$ cat config.mk
export PLATFORM = sky130hd
export DESIGN_NAME = regstream_player
export DESIGN_NICKNAME = d
export VERILOG_FILES = /design/src/rtl/regstream_pkg.sv /design/src/rtl/regstream_tick_gen.sv /design/src/rtl/regstream_wait_timer.sv /design/src/rtl/regstream_player.sv
export SDC_FILE = /design/constraint.sdc
export NUM_CORES = 1
export LEC_CHECK = 0
export CELL_PAD_IN_SITES_DETAIL_PLACEMENT = 0
export CELL_PAD_IN_SITES_GLOBAL_PLACEMENT = 2
export CORE_MARGIN = 4
export CORE_UTILIZATION = 33
export CTS_BUF_LIST = sky130_fd_sc_hd__clkbuf_8 sky130_fd_sc_hd__clkbuf_16
export DETAILED_ROUTE_END_ITERATION = 7
export PLACE_DENSITY_LB_ADDON = 0.1
export SYNTH_ARGS = -nofsm -noshare
export SYNTH_HDL_FRONTEND = slang
export SYNTH_SLANG_ARGS = --single-unit
$ cat constraint.sdc
create_clock -name clk -period 2.47 [get_ports clk]
set_input_delay 0.494 -clock clk [delete_from_list [all_inputs] [get_ports clk]]
set_output_delay 0.494 -clock clk [all_outputs]
set_load 0.02 [all_outputs]
$ cat src/rtl/regstream_pkg.sv
package regstream_pkg;

    typedef enum logic [2:0] {
        ST_IDLE,
        ST_PRIME,
        ST_OPC,
        ST_WDATA,
        ST_WLO,
        ST_WHI,
        ST_WAIT
    } play_state_e;

    localparam logic [7:0] OPC_WRITE_LIMIT = 8'h20;
    localparam logic [7:0] OPC_DELAY       = 8'h80;
    localparam logic [7:0] OPC_END         = 8'hFF;
    localparam int         REG_AW          = 5;

endpackage

$ cat src/rtl/regstream_tick_gen.sv
module regstream_tick_gen #(
    parameter int DIV = 50
) (
    input  logic clk,
    input  logic rst_n,
    input  logic run_i,
    output logic tick_o
);
    localparam int PW = (DIV > 1) ? $clog2(DIV) : 1;
    localparam logic [PW-1:0] LAST = PW'(DIV - 1);

    logic [PW-1:0] cnt_d, cnt_q;

    assign tick_o = run_i && (cnt_q == LAST);

    always_comb begin
        cnt_d = cnt_q;
        if (!run_i) begin
            cnt_d = '0;
        end else if (cnt_q == LAST) begin
            cnt_d = '0;
        end else begin
            cnt_d = cnt_q + 1'b1;
        end
    end

    always_ff @(posedge clk) begin
        if (!rst_n) cnt_q <= '0;
        else        cnt_q <= cnt_d;
    end
endmodule

$ cat src/rtl/regstream_wait_timer.sv
module regstream_wait_timer #(
    parameter int CW = 16
) (
    input  logic          clk,
    input  logic          rst_n,
    input  logic          load_i,
    input  logic [CW-1:0] load_val_i,
    input  logic          tick_i,
    output logic          expire_o
);
    logic [CW-1:0] cnt_d, cnt_q;

    assign expire_o = tick_i && (cnt_q == CW'(1));

    always_comb begin
        cnt_d = cnt_q;
        if (load_i) begin
            cnt_d = load_val_i;
        end else if (tick_i && (cnt_q != '0)) begin
            cnt_d = cnt_q - 1'b1;
        end
    end

    always_ff @(posedge clk) begin
        if (!rst_n) cnt_q <= '0;
        else        cnt_q <= cnt_d;
    end
endmodule

$ cat src/rtl/regstream_player.sv
module regstream_player #(
    parameter int ADDR_W    = 12,
    parameter int CLK_DIV   = 50,
    parameter int HDR_BYTES = 16
) (
    input  logic              clk,
    input  logic              rst_n,
    input  logic              start_i,
    input  logic              stop_i,
    input  logic              loop_i,
    output logic              busy_o,
    output logic              done_o,
    output logic [ADDR_W-1:0] mem_addr_o,
    input  logic [7:0]        mem_data_i,
    output logic [4:0]        reg_addr_o,
    output logic [7:0]        reg_data_o,
    output logic              reg_we_o
);
    import regstream_pkg::*;

    localparam logic [ADDR_W-1:0] FIRST_CMD = ADDR_W'(HDR_BYTES);
    localparam int                CNT_W     = 16;

    typedef struct packed {
        play_state_e       state;
        logic [ADDR_W-1:0] ptr;
        logic [REG_AW-1:0] regsel;
        logic [7:0]        lo;
        logic              we;
        logic [REG_AW-1:0] waddr;
        logic [7:0]        wdata;
        logic              done;
    } play_regs_t;

    play_regs_t d, q;

    logic             tick_w;
    logic             expire_w;
    logic             load_w;
    logic [CNT_W-1:0] load_val_w;

    assign busy_o     = (q.state != ST_IDLE);
    assign done_o     = q.done;
    assign mem_addr_o = q.ptr;
    assign reg_addr_o = q.waddr;
    assign reg_data_o = q.wdata;
    assign reg_we_o   = q.we;
    assign load_val_w = {mem_data_i, q.lo};

    regstream_tick_gen #(.DIV(CLK_DIV)) u_tick (
        .clk    (clk),
        .rst_n  (rst_n),
        .run_i  (busy_o),
        .tick_o (tick_w)
    );

    regstream_wait_timer #(.CW(CNT_W)) u_timer (
        .clk        (clk),
        .rst_n      (rst_n),
        .load_i     (load_w),
        .load_val_i (load_val_w),
        .tick_i     (tick_w),
        .expire_o   (expire_w)
    );

    always_comb begin
        d      = q;
        d.we   = 1'b0;
        load_w = 1'b0;
        if (q.state != ST_IDLE) d.done = 1'b0;

        case (q.state)
            ST_IDLE: begin
                if (start_i) begin
                    d.state = ST_PRIME;
                    d.ptr   = FIRST_CMD;
                    d.done  = 1'b0;
                end
            end
            ST_PRIME: begin
                // first address is on the bus; data lands next cycle
                d.ptr   = q.ptr + 1'b1;
                d.state = ST_OPC;
            end
            ST_OPC: begin
                d.ptr = q.ptr + 1'b1;
                if (mem_data_i < OPC_WRITE_LIMIT) begin
                    d.regsel = mem_data_i[REG_AW-1:0];
                    d.state  = ST_WDATA;
                end else if (mem_data_i == OPC_DELAY) begin
                    d.state = ST_WLO;
                end else if (mem_data_i == OPC_END) begin
                    d.done = 1'b1;
                    if (loop_i) begin
                        d.ptr   = FIRST_CMD;
                        d.state = ST_PRIME;
                    end else begin
                        d.state = ST_IDLE;
                    end
                end else begin
                    d.state = ST_OPC;
                end
            end
            ST_WDATA: begin
                d.we    = 1'b1;
                d.waddr = q.regsel;
                d.wdata = mem_data_i;
                d.ptr   = q.ptr + 1'b1;
                d.state = ST_OPC;
            end
            ST_WLO: begin
                d.lo    = mem_data_i;
                d.ptr   = q.ptr + 1'b1;
                d.state = ST_WHI;
            end
            ST_WHI: begin
                if (load_val_w == '0) begin
                    d.ptr   = q.ptr + 1'b1;
                    d.state = ST_OPC;
                end else begin
                    // hold the next opcode address while the delay runs
                    load_w  = 1'b1;
                    d.state = ST_WAIT;
                end
            end
            ST_WAIT: begin
                if (expire_w) begin
                    d.ptr   = q.ptr + 1'b1;
                    d.state = ST_OPC;
                end
            end
            default: d.state = ST_IDLE;
        endcase

        if (stop_i) begin
            d.state = ST_IDLE;
            d.we    = 1'b0;
            d.done  = 1'b0;
        end
    end

    always_ff @(posedge clk) begin
        if (!rst_n) begin
            q.state  <= ST_IDLE;
            q.ptr    <= '0;
            q.regsel <= '0;
            q.lo     <= '0;
            q.we     <= 1'b0;
            q.waddr  <= '0;
            q.wdata  <= '0;
            q.done   <= 1'b0;
        end else begin
            q <= d;
        end
    end
endmodule

Word-level counts from Yosys, hierarchy flattened
Index checks and enable logic that the tools add are counted.

Register bits after elaboration: 65. Output and inout bits: 28. Word-level logic and storage cells: 70.

Mux-type cells: 25. Bitwise logic cells: 2. Reduce and logical (&&, ||, !) cells: 16. Order comparisons: 1. Equal/unequal tests: 13. Add/sub/neg operators: 3.

Operator list (count): $mux W12 (5); $pmux W12 S5 (1); $mux W16 (2); $mux W15 (2); $pmux W3 S6 (1); $eq A16 B1 Y1 const B (1); $eq A8 B8 Y1 const B (2); $logic_not A16 Y1 (1); $reduce_bool A16 Y1 (1); $sub A16 B1 Y16 const B (1); $mux W14 (1); $add A12 B1 Y12 const B (1); $eq A3 B3 Y1 const B (3); $mux W3 (3); $lt A8 B6 Y1 const B (1); $mux W1 (8); $add A6 B1 Y6 const B (1); $eq A3 B2 Y1 const B (2); $eq A6 B6 Y1 const B (1); $ne A2 B2 Y1 const B (3); $reduce_or A3 Y1 (2); $reduce_bool A5 Y1 (1); $reduce_and A2 Y1 (2); $reduce_and A4 Y1 (1); other kinds (9) (13).

Longest topological paths before layout
Word-level depth: 6. Depth in mapped cells: 8. Gate-level depth less buffers: 7.

Hierarchy
A second synthesis with hierarchy kept.

Cell total of the unflattened synthesis: 416. Area total of the unflattened synthesis: 3514.6 um2.

By module, submodules not included: regstream_player (area each 2240.9 um2, cells an instance 259, instances 1, seq. area each 860.8 um2); regstream_wait_timer (area each 1009.7 um2, cells an instance 128, instances 1, seq. area each 320.3 um2); regstream_tick_gen (area each 264.0 um2, cells an instance 29, instances 1, seq. area each 120.1 um2).

Worst setup path after synthesis
Ideal clock, no wire load.

Kind: input -> register. Start point: input mem_data_i[7]. End point: register q (netlist bit mem_addr_o[4]). Data arrival time: 1.886 ns. Setup slack: 0.466 ns. Stages: 6. Cells stage by stage: clkbuf_2 o31ai_1 nor4_4 nor2_1 nand3_1 o221a_2.

Longest elaborated chain between the ends: 5.

Ends and longest elaborated chain: start: declaration (line regstream_player.sv:14) `input logic [7:0] mem_data_i,`; branches (longest 5 deep; another with $lt A8 B6 Y1); end: declaration (line regstream_player.sv:35) `play_regs_t d, q;`.

Parallel ways; which one is timed is not known. A chain may end at the register's enable or synchronous reset.

Final worst setup path
Start point: register u_timer.cnt_q[1]. End point: register q (netlist bit mem_addr_o[0]).

Longest elaborated chain between the ends: 4.

Ends and longest elaborated chain: start: declaration (line regstream_wait_timer.sv:11) `logic [CW-1:0] cnt_d, cnt_q;`; start signal: assignment (line regstream_wait_timer.sv:26) `else cnt_q <= cnt_d;`; $eq A16 B1 Y1 (line regstream_wait_timer.sv:13) `assign expire_o = tick_i && (cnt_q == CW'(1));`; $logic_and A1 B1 Y1 (line regstream_wait_timer.sv:13); $ne A2 B2 Y1 (no line); $reduce_and A4 Y1 (no line).

No other way between the ends.

==> results.md <==
- Run status: complete, no violations
- Port bufs: 40
- Die width: 110 µm
- DR WL/cell: 15.5 µm
- Crit path depth: 8
- Syn Area/Cell: 8.32 µm²
- CP Data Required Time: 2.73 ns
- Final Setup Violations: 0
- Antenna diodes: 0
- Sequential area share after synthesis: 38.1%
- Max cap viols: 0
- Layout net count: 480
- Syn Inst Count: 411
- CTS H-tree depth: 3
- Most common cell after layout, fill and taps aside: dfxtp_1
- Worst-Margin Slew: 0.635 ns
- RSZ-0062 raised after global routing: false
- Via/cell ratio: 5.20
- Critical-path top delay cell: or4_1
- Layout Skew: 0.00735 ns
- Synth unique cells: 56
- Area Growth Syn to Fin: 24.6%
- Die H: 110 µm
- Yosys warns: 0
- Vias in the first global route: 2,905
- CTS clk-pin slew, worst paths: 0.07 ns
- Pwr per Cell Area: 527 nW/µm²
- All-Layer GR Usage: 16.1%
- Routability cong.: 0.772
- Initial drt markers: 135
- Dpl hpwl: 6910 µm
- Fin crit period: 2.30 ns
- Maximum vdd drop: 249 µV
- Primary FF master, synth: dfxtp_1
- Synthesized area: 3420 µm²
- Achievable clock frequency: 434 MHz
- Leakage: 1.55 nW
- Min-delay worst type: reg2reg
- CP Capture Type: flip-flop
- Clock Tree Buf Depth: 2
- Core area: 9910 µm²
- Fin. max-slew vios: 0
- Largest net degree at the start of global routing: 33
- CTS Root Buffer Type: clkbuf_8
- Total Wirelength: 9290 µm
- Residual DRC: 0
- Sink Count: 65
- Share of layout cells above drive strength 1: 16.1%
- Initial antenna violation count: 0
- CP cell instances: inv_1, ha_1, nor3b_1, nand4_2, o31a_1, buf_4, or4_1, a21oi_1
- DIE AREA: 12,100 µm²
- Number of flops mapped to enable cells by yosys: 0
- Max incr delay on CP: 0.50 ns
- Syn Nets: 431
- Worst setup path category: reg2reg
- Max-slew headroom: 57.3%
- R2R cell count: 8
- TNS Setup: 0 ns
- CP Buf/Inv Count: 2
- Overflow left after global routing: 0
- Final Cycle Share: 93.3%
- CP delay by family, top: simple AND/OR/NAND/NOR gates
- Commonest cells after routing, fill and taps aside: dfxtp_1, nand2_1, buf_4
- Cts hold-fix bufs: 0
- CTS buffer count: 9
- Detail Route Antenna Nets: 0
- Fill cell count: 1,015
- CP max FO: 5
- Hold Path Cell Cnt: 2
- Io pins: 41
- # rows: 36
- CTS tree: yes
- TritonRoute pass-1 iters: 4
- Total number of vias: 3,109
- Startpoint Class: flip-flop
- FFs w/ async S/R, synth: 0%
- Yosys reg bits: 65
- Initial Utilization: 34.5%
- Final Hold Viols: 0
- Global-route wire length before repair: 15,100 µm
- Worst-skew pair later-pin latency: 0.33 ns
- Critical path arrival: 2.57 ns
- Layout Utilization: 43.0%
## worst register-to-register path, cell delays in order (launching register included)
cell and delay (ns):
dfxtp_1 0.31, inv_1 0.13, ha_1 0.16, nor3b_1 0.25, nand4_2 0.20, o31a_1 0.36, buf_4 0.18, or4_1 0.50
a21oi_1 0.16
## state kept, by name (all words and copies together) (netlist names)
register       count
u_timer.cnt_q     16
q                  8
mem_addr_o        12
load_val_w         8
reg_addr_o         5
reg_we_o           1
u_tick.cnt_q       6
reg_data_o         8
done_o             1
## worst paths after layout
kind	start	to	slack, ns
worst max register to register	u_timer.cnt_q[1]	mem_addr_o[0]	0.17
worst min register to register	q[24]	reg_addr_o[1]	0.45
worst max-delay path	u_timer.cnt_q[1]	mem_addr_o[0]	0.17
worst min-delay path	q[24]	reg_addr_o[1]	0.45
## cell families (layout without fill, tap and decap cells)
family	Yosys count	in the layout	synth area share [%]
and+or+nand+nor	162	162	25.1
muxes	14	14	4.13
buffers and inverters	53	107	8.71
adders and majority gates	7	7	2.56
DFF	65	65	38.1
AOI/OAI and AO/OA	101	101	19.1
xor gates and xnor gates	9	9	2.31
## power by group
part / leakage [nW] / total, mW / internal, mW / switching [mW]
clock network: 0.115 / 0.955 / 0.541 / 0.414
logic: 0.912 / 0.226 / 0.103 / 0.122
registers: 0.524 / 1.06 / 1.05 / 0.00860
total: 1.55 / 2.24 / 1.70 / 0.545
## metal layers
metal  up-vias  GRT usage [%]  share of wire [%]
met3        11           2.47                2.5
met1      1475           22.1                 50
met4         0           6.14                1.3
met2        50           25.1                 46
met5         -              0                  0
li1       1573              -                  -
## area by class of cell
cell class                 instances  area, µm²  area share [%]
inverter                           9       33.8           0.793
timing repair buffer              82        731            17.2
tap                              133        166            3.91
clock buffer                      12        165            3.88
multi-input combinational        293       1820            42.7
sequential                        65       1300            30.5
clock inverter                     4       42.5           0.999
## cell usage after synthesis, drive strengths merged, types with 2 or more instances
cell / instances / area, µm²
xnor2: 7 / 61.3
nor2: 32 / 123
nand2b: 2 / 12.5
a211o: 3 / 26.3
a21oi: 29 / 149
o31ai: 6 / 50.1
a32o: 4 / 40.0
nand3: 18 / 90.1
a21o: 3 / 22.5
nand2: 49 / 184
o21ai: 23 / 115
a31oi: 11 / 68.8
ha: 7 / 87.6
a211oi: 5 / 37.5
mux2i: 13 / 130
nand4: 8 / 56.3
nor4b: 3 / 26.3
or2: 2 / 12.5
or4: 2 / 18.8
and3: 7 / 43.8
clkbuf: 16 / 61.3
inv: 8 / 30.0
nor3: 17 / 110
xor2: 2 / 17.5
o311ai: 3 / 26.3
o211ai: 3 / 22.5
o41ai: 4 / 35.0
dfxtp: 65 / 1300
nand3b: 3 / 22.5
nor4: 6 / 67.6
buf: 28 / 203
or3: 9 / 56.3
## metrics by stage
stage	setup WS [ns]	power (mW)	instance area, µm²	cells	hold WS [ns]
after floorplan	0.466	1.20	3420	411	0.430
after global placement	-0.0373	1.32	4050	582	0.444
after detailed placement	-0.0813	1.32	4050	582	0.448
after CTS	0.00589	2.28	4260	598	0.458
after global routing	0.0203	2.34	4260	598	0.471
final	0.165	2.24	4260	598	0.455
## timing repair
item,in CTS,in global routing
setup buffers,0,0
endpoints found under the setup margin,0,1
gates resized for setup,0,1
Note: power is estimated with default switching activity, not from simulation.
